`config.mk`:
```
export PLATFORM = sky130hd
export DESIGN_NAME = tx_slot_selector
export DESIGN_NICKNAME = d
export VERILOG_FILES = /design/src/rtl/txsel_pkg.sv /design/src/rtl/txsel_regbank.sv /design/src/rtl/txsel_slot_ctr.sv /design/src/rtl/txsel_chan_map.sv /design/src/rtl/tx_slot_selector.sv
export SDC_FILE = /design/constraint.sdc
export NUM_CORES = 1
export LEC_CHECK = 0
export BUFFER_PORTS_ARGS = -buffer_cell sky130_fd_sc_hd__buf_2
export CAP_MARGIN = 25
export CORE_MARGIN = 4
export CORE_UTILIZATION = 56
export CTS_BUF_LIST = sky130_fd_sc_hd__clkbuf_4
export DETAILED_ROUTE_END_ITERATION = 16
export GPL_ROUTABILITY_DRIVEN = 0
export HOLD_SLACK_MARGIN = 0.1
export PLACE_DENSITY_LB_ADDON = 0.1
export SLEW_MARGIN = 0
export SYNTH_ARGS = -nofsm -noshare
export SYNTH_HDL_FRONTEND = slang
export SYNTH_SLANG_ARGS = --single-unit
```
`constraint.sdc`:
```
create_clock -name clk -period 3.33 [get_ports clk]
set_input_delay 0.333 -clock clk [delete_from_list [all_inputs] [get_ports clk]]
set_output_delay 0.333 -clock clk [all_outputs]
set_load 0.01 [all_outputs]
```
`src/rtl/txsel_pkg.sv`:
```
package txsel_pkg;
    typedef enum logic [1:0] {
        TXM_OPEN     = 2'd0,
        TXM_GATED    = 2'd1,
        TXM_MASKSEL  = 2'd2,
        TXM_RXFOLLOW = 2'd3
    } txm_e;

    typedef struct packed {
        logic en;
        logic mask;
    } slot_out_t;
endpackage

```
`src/rtl/txsel_regbank.sv`:
```
module txsel_regbank #(
    parameter int NREG = 4,
    parameter int RW   = 32,
    localparam int AW  = $clog2(NREG)
) (
    input  logic               clk,
    input  logic               rst_n,
    input  logic               wr_en,
    input  logic [AW-1:0]      wr_addr,
    input  logic [RW-1:0]      wr_data,
    input  logic [AW-1:0]      rd_addr,
    output logic [RW-1:0]      rd_data,
    output logic [NREG*RW-1:0] regs_flat
);
    for (genvar g = 0; g < NREG; g++) begin : g_reg
        logic [RW-1:0] word_d, word_q;

        always_comb begin
            word_d = word_q;
            if (wr_en && (wr_addr == AW'(g))) word_d = wr_data;
        end

        always_ff @(posedge clk or negedge rst_n) begin
            if (!rst_n) word_q <= '0;
            else        word_q <= word_d;
        end

        assign regs_flat[g*RW +: RW] = word_q;
    end

    assign rd_data = regs_flat[rd_addr*RW +: RW];
endmodule

```
`src/rtl/txsel_slot_ctr.sv`:
```
module txsel_slot_ctr #(
    parameter int CW = 7
) (
    input  logic          clk,
    input  logic          rst_n,
    input  logic          frame_sync,
    input  logic          word_strobe,
    output logic          adv,
    output logic [CW-1:0] slot_nxt,
    output logic [CW-1:0] slot_q
);
    logic [CW-1:0] slot_d;

    always_comb begin
        adv      = frame_sync | word_strobe;
        slot_nxt = frame_sync ? '0 : slot_q + 1'b1;
        slot_d   = adv ? slot_nxt : slot_q;
    end

    always_ff @(posedge clk or negedge rst_n) begin
        if (!rst_n) slot_q <= '0;
        else        slot_q <= slot_d;
    end
endmodule

```
`src/rtl/txsel_chan_map.sv`:
```
module txsel_chan_map #(
    parameter int NREG  = 4,
    parameter int RW    = 32,
    parameter int SUB_W = 16,
    localparam int CHANS = NREG * RW,
    localparam int CW    = $clog2(CHANS),
    localparam int SW    = $clog2(SUB_W),
    localparam int BW    = CW - SW
) (
    input  logic [CW-1:0]    chan,
    input  logic             wide_mode,
    input  logic [BW-1:0]    part_a_blk,
    input  logic [BW-1:0]    part_b_blk,
    input  logic [CHANS-1:0] regs_flat,
    output logic             sel
);
    logic          hit_a, hit_b;
    logic [SW:0]   narrow_idx;

    always_comb begin
        hit_a      = (chan[CW-1:SW] == part_a_blk);
        hit_b      = (chan[CW-1:SW] == part_b_blk);
        narrow_idx = {~hit_a, chan[SW-1:0]};
        if (wide_mode) sel = regs_flat[chan];
        else           sel = (hit_a | hit_b) & regs_flat[narrow_idx];
    end
endmodule

```
`src/rtl/tx_slot_selector.sv`:
```
module tx_slot_selector #(
    parameter int NREG  = 4,
    parameter int RW    = 32,
    parameter int SUB_W = 16,
    localparam int CHANS = NREG * RW,
    localparam int CW    = $clog2(CHANS),
    localparam int AW    = $clog2(NREG),
    localparam int BW    = CW - $clog2(SUB_W)
) (
    input  logic             clk,
    input  logic             rst_n,
    input  logic             frame_sync,
    input  logic             word_strobe,
    input  logic [1:0]       mode,
    input  logic             wide_mode,
    input  logic [BW-1:0]    part_a_blk,
    input  logic [BW-1:0]    part_b_blk,
    input  logic [CHANS-1:0] rx_chan_en,
    input  logic             wr_en,
    input  logic [AW-1:0]    wr_addr,
    input  logic [RW-1:0]    wr_data,
    input  logic [AW-1:0]    rd_addr,
    output logic [RW-1:0]    rd_data,
    output logic [CW-1:0]    slot_num,
    output logic             tx_enable,
    output logic             tx_mask
);
    import txsel_pkg::*;

    logic [CHANS-1:0] regs_flat;
    logic             adv;
    logic [CW-1:0]    slot_nxt;
    logic             sel;
    slot_out_t        out_d, out_q;
    txm_e             mode_e;

    txsel_regbank #(.NREG(NREG), .RW(RW)) u_regs (
        .clk(clk), .rst_n(rst_n), .wr_en(wr_en), .wr_addr(wr_addr),
        .wr_data(wr_data), .rd_addr(rd_addr), .rd_data(rd_data),
        .regs_flat(regs_flat)
    );

    txsel_slot_ctr #(.CW(CW)) u_ctr (
        .clk(clk), .rst_n(rst_n), .frame_sync(frame_sync),
        .word_strobe(word_strobe), .adv(adv), .slot_nxt(slot_nxt),
        .slot_q(slot_num)
    );

    txsel_chan_map #(.NREG(NREG), .RW(RW), .SUB_W(SUB_W)) u_map (
        .chan(slot_nxt), .wide_mode(wide_mode), .part_a_blk(part_a_blk),
        .part_b_blk(part_b_blk), .regs_flat(regs_flat), .sel(sel)
    );

    always_comb begin
        mode_e = txm_e'(mode);
        out_d  = out_q;
        if (adv) begin
            unique case (mode_e)
                TXM_OPEN:     begin out_d.en = 1'b1;                 out_d.mask = 1'b0; end
                TXM_GATED:    begin out_d.en = sel;                  out_d.mask = ~sel; end
                TXM_MASKSEL:  begin out_d.en = 1'b1;                 out_d.mask = ~sel; end
                TXM_RXFOLLOW: begin out_d.en = rx_chan_en[slot_nxt]; out_d.mask = ~sel; end
                default:      begin out_d.en = 1'b0;                 out_d.mask = 1'b1; end
            endcase
        end
    end

    always_ff @(posedge clk or negedge rst_n) begin
        if (!rst_n) out_q <= '{en: 1'b0, mask: 1'b1};
        else        out_q <= out_d;
    end

    assign tx_enable = out_q.en;
    assign tx_mask   = out_q.mask;
endmodule

```
* Word-level counts from Yosys, hierarchy flattened
Cells that the tools add are included.
Word-level totals: output and inout port bits 41, bits of input ports 178, word-level logic and storage cells 39, flip-flop bits (word level) 137
Operators by class: bitwise operators 5, eq/ne operators 8, shift-type cells 1, order comparisons 2, mux-type cells 9, reductions and logical operators 6, add/sub/neg operators 1
Operators with widths (count):
- indexed part select 128 x 8 -> 32 bit | 1
- binary-select mux 1 bit (select 7 bit) | 2
- == test 2 bit, second input constant | 4
- < comparator 5 x 8 -> 1 bit, second input constant | 1
- < comparator 7 x 8 -> 1 bit, second input constant | 1
- one-hot mux 2 bit (4 select lines) | 1
- adder 7 x 1 -> 7 bit, second input constant | 1
- 2-to-1 mux 7 bit | 1
- == test 3 bit | 2
- binary-select mux 1 bit (select 5 bit) | 1
- == test 2 x 1 -> 1 bit, second input constant | 2
- logical AND 1 bit | 4
- logical NOT 2 bit | 2
- 2-to-1 mux 1 bit | 4
- inverter 1 bit | 2
- OR 1 bit | 2
- AND 1 bit | 1

* Longest topological paths before layout
Gate-level depths: netlist (run 1).
depth after elaboration 10, gate-level depth with buffers 13, depth with buffers taken out 10

* Hierarchy
Synthesis (run 1) repeated with hierarchy kept, for this count alone.
Unflattened totals: cell total of the unflattened synthesis 616, area, all modules 8654.6 sq um
By module, submodules not included:
- txsel_regbank | cells an instance 311, area each 5499.0 sq um, instances 1, seq. area each 3203.1 sq um
- tx_slot_selector | cells an instance 125, area each 1406.3 sq um, instances 1, seq. area each 51.3 sq um
- txsel_chan_map | cells an instance 128, area each 1295.0 sq um, instances 1, seq. area each 0.0 sq um
- txsel_slot_ctr | cells an instance 52, area each 454.2 sq um, instances 1, seq. area each 175.2 sq um

* Least setup slack after synthesis (run 1)
Ideal clock, no wire load.
path kind register to register, start point register u_ctr.slot_q[0], end point register out_q, in the netlist tx_enable, arrival 2521 ps, required time 3201 ps, stages on the path, launching flop included 11, period minus slack after synthesis 2651 ps, setup time 129 ps, path slack 679 ps, buffers on the path 1, path through dfrtp_1 -> ha_1 -> clkbuf_1 -> or3b_1 -> o21ai_0 -> a221oi_1 -> a311oi_1 -> a2111oi_0 -> o41ai_1 -> a21oi_1 -> o41a_1
On the way: cells in the longest elaborated chain, start to end 9, elaborated cells between the ends (all ways) 15, classes of those cells 1 x add/sub; 2 x eq/ne; 9 x mux; 3 x bitwise
Ends and longest elaborated chain:
- start, declared | line txsel_slot_ctr.sv:10 | output logic [CW-1:0] slot_q
- start signal, assigned | line txsel_slot_ctr.sv:22 | else slot_q <= slot_d;
- adder 7 x 1 -> 7 bit (*) | line txsel_slot_ctr.sv:16 | slot_nxt = frame_sync ? '0 : slot_q + 1'b1;
- 2-to-1 mux 7 bit (*) | line txsel_slot_ctr.sv:16
- == test 3 bit | line txsel_chan_map.sv:21 | hit_a = (chan[CW-1:SW] == part_a_blk);
- inverter 1 bit | line txsel_chan_map.sv:23 | narrow_idx = {~hit_a, chan[SW-1:0]};
- binary-select mux 1 bit (select 5 bit) | line txsel_chan_map.sv:25 | else sel = (hit_a | hit_b) & regs_flat[narrow_idx];
- 2-to-1 mux 1 bit (not written as such) | line txsel_chan_map.sv:25
- AND 1 bit | line txsel_chan_map.sv:25
- 2-to-1 mux 1 bit | line txsel_chan_map.sv:24 | if (wide_mode) sel = regs_flat[chan];
- one-hot mux 2 bit (4 select lines) (*) | line tx_slot_selector.sv:58 | unique case (mode_e)
- end signal, assigned | line tx_slot_selector.sv:69 | if (!rst_n) out_q <= '{en: 1'b0, mask: 1'b1};
- end signal, assigned | line tx_slot_selector.sv:70 | else out_q <= out_d;
- end, declared | line tx_slot_selector.sv:34 | slot_out_t out_d, out_q;
Every way passes the cells marked *; elsewhere a longest branch is shown, timed or not. The select of a mux whose other input is x is not followed. A chain may end at the register's enable or synchronous reset.

* Worst setup path in the final report (run 1)
Same ends and word-level chain as after synthesis.

==> flow_metrics.env, run 1 <==
export IMPL_wl_mm=27.06
export IMPL_wl_per_cell_um=21.51
export IMPL_outcome="finished, final reports clean"
export IMPL_grt_pass1_wl_mm=43.06
export IMPL_relSlewSlack_pct=35.83
export IMPL_fin_util_pct=69.79
export IMPL_hpwl_mm=19.37
export IMPL_cts_clk_slew_worst_paths_ps=110
export IMPL_ys_ff_latch=137
export IMPL_final_cell_mix="buf_2 (217), dfrtp_1 (135), mux2_2 (132)"
export IMPL_dr_pass1_iters=5
export IMPL_rsz0062_at_grt="false"
export IMPL_final_common_cell="buf_2"
export IMPL_syn_nets=979
export IMPL_coreArea_um2=15370
export IMPL_yosysSeqAreaShare_pct=38.70
export IMPL_crit_arrival_ps=3450
export IMPL_hp_class="in2reg"
export IMPL_synth_distinct_cells=62
export IMPL_yosys_warnings=0
export IMPL_crit_start="u_ctr.slot_q[0]$_DFFE_PN0P_"
export IMPL_postSynthCellCount=800
export IMPL_antenna_found_initial=1
export IMPL_numCtsBuffers=17
export IMPL_cts_tree="done"
export IMPL_rr_endpoint="tx_enable$_DFFE_PN0P_"
export IMPL_start_util_pct=57.66
export IMPL_fillers=1233
export IMPL_synth_flop_cell="dfrtp_1"
export IMPL_crit_path_max_fanout=11
export IMPL_dr_total_vias=7732
export IMPL_min_period_over_period_pct=88.81
export IMPL_cts_sinks=137
export IMPL_ctsHoldBuffers=36
export IMPL_io_pin_count=219
export IMPL_endpoint_kind="flip-flop"
export IMPL_critPathLaunchType="flip-flop"
export IMPL_max_freq_mhz=338.1
export IMPL_powerDensity_nw_per_um2=468.0
export IMPL_syn_avg_cell_area_um2=11.08
export IMPL_fp_dieW_um=133.8
export IMPL_drv_slew=0
export IMPL_viasPerCell=6.146
export IMPL_hold_viol_final=0
export IMPL_period_needed_ps=2957
export IMPL_syn2layout_area_growth_pct=21.05
export IMPL_port_buffers=218
export IMPL_grt_start_max_net_pins=65
export IMPL_grtUsageTotal_pct=30.71
export IMPL_grt_pass1_vias=7881
export IMPL_cts_root_buf="clkbuf_4"
export IMPL_route_detailed_drc=0
export IMPL_drive_gt1_share_pct=44.74
export IMPL_worstRegToRegCells=10
export IMPL_gr_total_overflow=0
export IMPL_reg2reg_slack_ps=370
export IMPL_worstPathRequired_ps=3830
export IMPL_irDropWorstVdd_mv=0.3100
export IMPL_clock_latency_ps=550
export IMPL_fin_nets=1212
export IMPL_synth_cell_area_um2=8862
export IMPL_h_tree_depth=4
export IMPL_ant_nets=0
export IMPL_die_h_um=133.8
export IMPL_drv_cap=0
export IMPL_critPathKind="reg2reg"
export IMPL_tns_ps=0
export IMPL_rows=45
export IMPL_r2r_start="u_ctr.slot_q[0]$_DFFE_PN0P_"
export IMPL_endpoint="tx_enable$_DFFE_PN0P_"
export IMPL_drt_iter0_markers=714
export IMPL_fin_skew_ps=9.003
export IMPL_cts_resized=0
export IMPL_worst_pin_slew_ps=962.6
export IMPL_die_area_um2=17900
export IMPL_cts_setup_buffers=0
export IMPL_setup_viol=0
export IMPL_p_leak_uw=0.004698
export IMPL_synth_async_reset_ratio_pct=100.0
export IMPL_synth_edf_count=0
export IMPL_clk_path_buf_depth=2
[stage by stage]
stage / hold slack [ps] / setup slack, ps / total power, µW / area [µm²] / cells
6_report: 184.4 / 372.6 / 5020 / 10730 / 1258
4_1_cts: 150.3 / 360.7 / 5035 / 10730 / 1257
3_5_place_dp: 485.0 / 393.4 / 3830 / 10060 / 1189
5_1_grt: 170.5 / 103.9 / 5286 / 10730 / 1257
3_3_place_gp: 482.1 / 444.5 / 3807 / 10060 / 1189
2_1_floorplan: 37.41 / 679.4 / 3251 / 8862 / 800
[logic make-up after synthesis]
kind of cell	after synthesis	share of synthesized area [%]
compound gates	167	13.20
flops	137	38.70
simple gates	195	10.26
mux	213	31.36
buf+inv	76	5.167
xor+xnor	11	1.172
fa+ha+maj	1	0.1412
[power breakdown]
| part | internal (µW) | leakage, µW | switching [µW] |
|---|---|---|---|
| logic | 852 | 0.00291 | 768 |
| clock network | 576 | 0.000160 | 598 |
| registers | 1970 | 0.00163 | 259 |
| total | 3400 | 0.00470 | 1620 |
[state kept, by name, indices dropped and copies added, names as in the netlist]
register and flops:
tx_enable 1, tx_mask 1, u_regs.g.word_q 128, u_ctr.slot_q 7
[critical path: stages (launching register included)]
cell and delay, ps:
dfrtp_4 520, ha_1 320, xor2_2 360, nand2_1 390, o32ai_1 390, mux2_4 220
a41oi_2 90, a21bo_1 210, nand3_2 90, a2bb2oi_2 180, o41a_1 140
[Yosys cell counts (all sizes together) (4+ instances only)]
| library cell | instances | share of area [%] |
|---|---|---|
| a211oi | 31 | 2.7 |
| a21oi | 32 | 1.8 |
| a221oi | 10 | 1.1 |
| a311oi | 7 | 0.69 |
| a31oi | 22 | 1.6 |
| buf | 55 | 4.3 |
| clkbuf | 17 | 0.72 |
| dfrtp | 136 | 38 |
| inv | 4 | 0.17 |
| mux2 | 141 | 18 |
| mux2i | 35 | 4.0 |
| mux4 | 37 | 9.4 |
| nand2 | 105 | 4.4 |
| nand3 | 28 | 1.7 |
| nor2 | 11 | 0.55 |
| nor2b | 27 | 1.9 |
| nor3 | 12 | 0.73 |
| o21a | 6 | 0.51 |
| o21ai | 26 | 1.6 |
| o22ai | 8 | 0.56 |
| xnor2 | 8 | 0.79 |
[worst min-delay path by stage]
stage / startpoint / end / slack, ps / cells past startpoint
after global routing: frame_sync / u_ctr.slot_q[1]$_DFFE_PN0P_ / 170 / 2
after CTS: frame_sync / u_ctr.slot_q[1]$_DFFE_PN0P_ / 150 / 2
after floorplan: rst_n / tx_enable$_DFFE_PN0P_ / 40 / 0
after detailed placement: tx_mask$_DFFE_PN1P_ / tx_mask$_DFFE_PN1P_ / 490 / 2
final: frame_sync / u_ctr.slot_q[1]$_DFFE_PN0P_ / 180 / 2
after global placement: tx_mask$_DFFE_PN1P_ / tx_mask$_DFFE_PN1P_ / 480 / 2
[layer usage]
layer	global-route usage, %	wire [µm]
met3	6.264	2161
met5	0	10
met1	42.45	11520
met2	48.68	12670
met4	10.63	699
[cell type report]
type	instances	area, µm²	share of cell area [%]
Antenna cell	1	2.502	0.02333
Tap cell	211	264.0	2.461
Sequential cell	137	3433	32.00
Inverter	4	15.01	0.1400
Multi-Input combinational cell	587	4992	46.54
Clock inverter	8	121.4	1.131
Clock buffer	24	180.2	1.679
Timing Repair Buffer	286	1719	16.03
(Power assumes the default switching activity.)
==> run 2, diff against run 1 <==
- BUFFER_PORTS_ARGS: -buffer_cell sky130_fd_sc_hd__buf_2 -> -buffer_cell sky130_fd_sc_hd__clkbuf_2
==> flow_metrics.env, run 2 (synthesis results as in run 1) <==
export IMPL_grt_pass1_wl_mm=43.80
export IMPL_outcome="finished, final reports clean"
export IMPL_regMostFlops="u_regs.g.word_q"
export IMPL_cts_clk_slew_worst_paths_ps=120
export IMPL_grtUsageTotal_pct=31.32
export IMPL_stdcell_area_um2=10760
export IMPL_period_needed_ps=3086
export IMPL_crit_chain="ha_1 -> xor2_2 -> nand2_1 -> o32ai_1 -> mux2_4 -> a41oi_2 -> a21bo_1 -> nand3_2 -> a2bb2oi_2 -> o41a_1"
export IMPL_hpwl_mm=19.94
export IMPL_wl_mm=27.82
export IMPL_hp_class="in2reg"
export IMPL_dr_pass1_iters=5
export IMPL_relSlewSlack_pct=27.23
export IMPL_regArea_um2=3433
export IMPL_h_tree_depth=4
export IMPL_fin_nets=1210
export IMPL_route_detailed_drc=0
export IMPL_min_period_over_period_pct=92.66
export IMPL_dr_total_vias=7799
export IMPL_fin_skew_ps=16.05
export IMPL_syn2layout_area_growth_pct=21.36
export IMPL_final_cell_mix="clkbuf_2 (217), dfrtp_1 (135), mux2_2 (132)"
export IMPL_powerDensity_nw_per_um2=474.8
export IMPL_drv_slew=0
export IMPL_max_freq_mhz=324.1
export IMPL_dpl_cell_area_um2=10090
export IMPL_critPathKind="reg2reg"
export IMPL_fillers=1197
export IMPL_drive_gt1_share_pct=44.63
export IMPL_wl_per_cell_um=22.20
export IMPL_antenna_cells=0
export IMPL_irDropWorstVdd_mv=0.4458
export IMPL_grt_pass1_vias=7931
export IMPL_drv_cap=0
export IMPL_multi_input_area_um2=4992
export IMPL_hold_viol_final=0
export IMPL_p_leak_uw=0.004749
export IMPL_drt_iter0_markers=638
export IMPL_crit_arrival_ps=3580
export IMPL_gr_total_overflow=0
export IMPL_endpoint_kind="flip-flop"
export IMPL_die_area_um2=17900
export IMPL_critPathLaunchType="flip-flop"
export IMPL_cts_sinks=137
export IMPL_rsz0062_at_grt="false"
export IMPL_max_stage_delay_ps=530
export IMPL_final_common_cell="clkbuf_2"
export IMPL_tns_ps=0
export IMPL_die_h_um=133.8
export IMPL_largest_reg_flops=128
export IMPL_port_buffers=218
export IMPL_setup_viol=0
export IMPL_antenna_found_initial=0
export IMPL_cts_setup_buffers=0
export IMPL_fp_dieW_um=133.8
export IMPL_worst_pin_slew_ps=1091
export IMPL_crit_path_max_fanout=11
export IMPL_biggestRegsByFlops="u_regs.g.word_q: 128 flops, u_ctr.slot_q: 7 flops"
export IMPL_worstPathRequired_ps=3820
export IMPL_crit_family="compound AO/OA/AOI/OAI gates"
export IMPL_crit_buf_inv=0
export IMPL_viasPerCell=6.224
export IMPL_cts_resized=0
export IMPL_clk_path_buf_depth=2
export IMPL_coreArea_um2=15370
export IMPL_start_util_pct=57.66
export IMPL_io_pin_count=219
export IMPL_cts_tree="done"
export IMPL_rows=45
export IMPL_numCtsBuffers=17
export IMPL_ant_nets=0
export IMPL_crit_path_top_delay_cell="dfrtp_4"
export IMPL_clock_latency_ps=550
export IMPL_cts_root_buf="clkbuf_4"
export IMPL_grt_start_max_net_pins=70
## run 2: changes by cell type in the layout (fill, tap and decap cells not counted), moves of 2 or more
cell,delta
clkbuf_4,-6
clkinvlp_4,-2
buf_2,-217
clkbuf_2,+217
clkinv_4,+3
buf_12,+3
buf_4,-4
## run 2: worst paths after layout
check                                            start                                     end  slack [ps]  depth (start not counted)
setup / recovery           u_ctr.slot_q[0]$_DFFE_PN0P_                   tx_enable$_DFFE_PN0P_         240                         10
hold / removal                             word_strobe             u_ctr.slot_q[0]$_DFFE_PN0P_         140                          3
setup reg to reg           u_ctr.slot_q[0]$_DFFE_PN0P_                   tx_enable$_DFFE_PN0P_         240                         10
hold reg to reg                    tx_mask$_DFFE_PN1P_                     tx_mask$_DFFE_PN1P_         500                          2
max in group asynchronous                        rst_n   u_regs.g_reg[2].word_q[3]$_DFFE_PN0P_        2140                          3
min in group asynchronous                        rst_n  u_regs.g_reg[0].word_q[15]$_DFFE_PN0P_         430                          2
## run 2: power breakdown
| part | switching [µW] | leakage, µW | total [µW] | internal [µW] |
|---|---|---|---|---|
| registers | 274 | 0.00163 | 2240 | 1970 |
| clock network | 630 | 0.000167 | 1230 | 597 |
| logic | 780 | 0.00295 | 1640 | 859 |
| total | 1680 | 0.00475 | 5110 | 3420 |
## run 2: layout make-up
class                   count  share of cell area [%]
multi-input cells         587                   46.42
flip-flops and latches    137                   31.92
repair buffers            284                   16.17
well taps                 211                   2.455
clock inverters            12                   1.640
clock buffers              18                   1.256
inverters                   4                  0.1396
## run 2: tightest hold or removal path, stage by stage
cell and delay, ps:
clkbuf_2 160, xnor2_1 140, nor2_1 40
## run 2: per-stage QoR
stage / hold WS [ps] / instances / util [%] / total power, µW / setup slack, ps
after floorplan: 37.41 / 800 / - / 3251 / 679.4
after global placement: 490.3 / 1188 / 65.67 / 3825 / 420.3
after detailed placement: 481.1 / 1188 / 65.67 / 3853 / 334.9
after CTS: 102.9 / 1253 / 69.97 / 5099 / 308.7
after global routing: 102.1 / 1253 / 69.97 / 5362 / 139.6
final: 142.4 / 1253 / 69.97 / 5106 / 244.5
## run 2: timing repair
item	in CTS	in global routing
hold endpoints to repair	189	0
setup endpoints to repair	0	0
hold buffers	35	0
## run 2: routing by layer
layer,wire length (µm),part of all wire [%],vias to the layer above,track usage [%]
li1,-,-,3483,-
met1,11620,42,3910,41.65
met2,13400,48,368,51.46
met3,2229,8.0,38,7.727
met4,568,2.0,0,8.914
met5,0,0,-,0
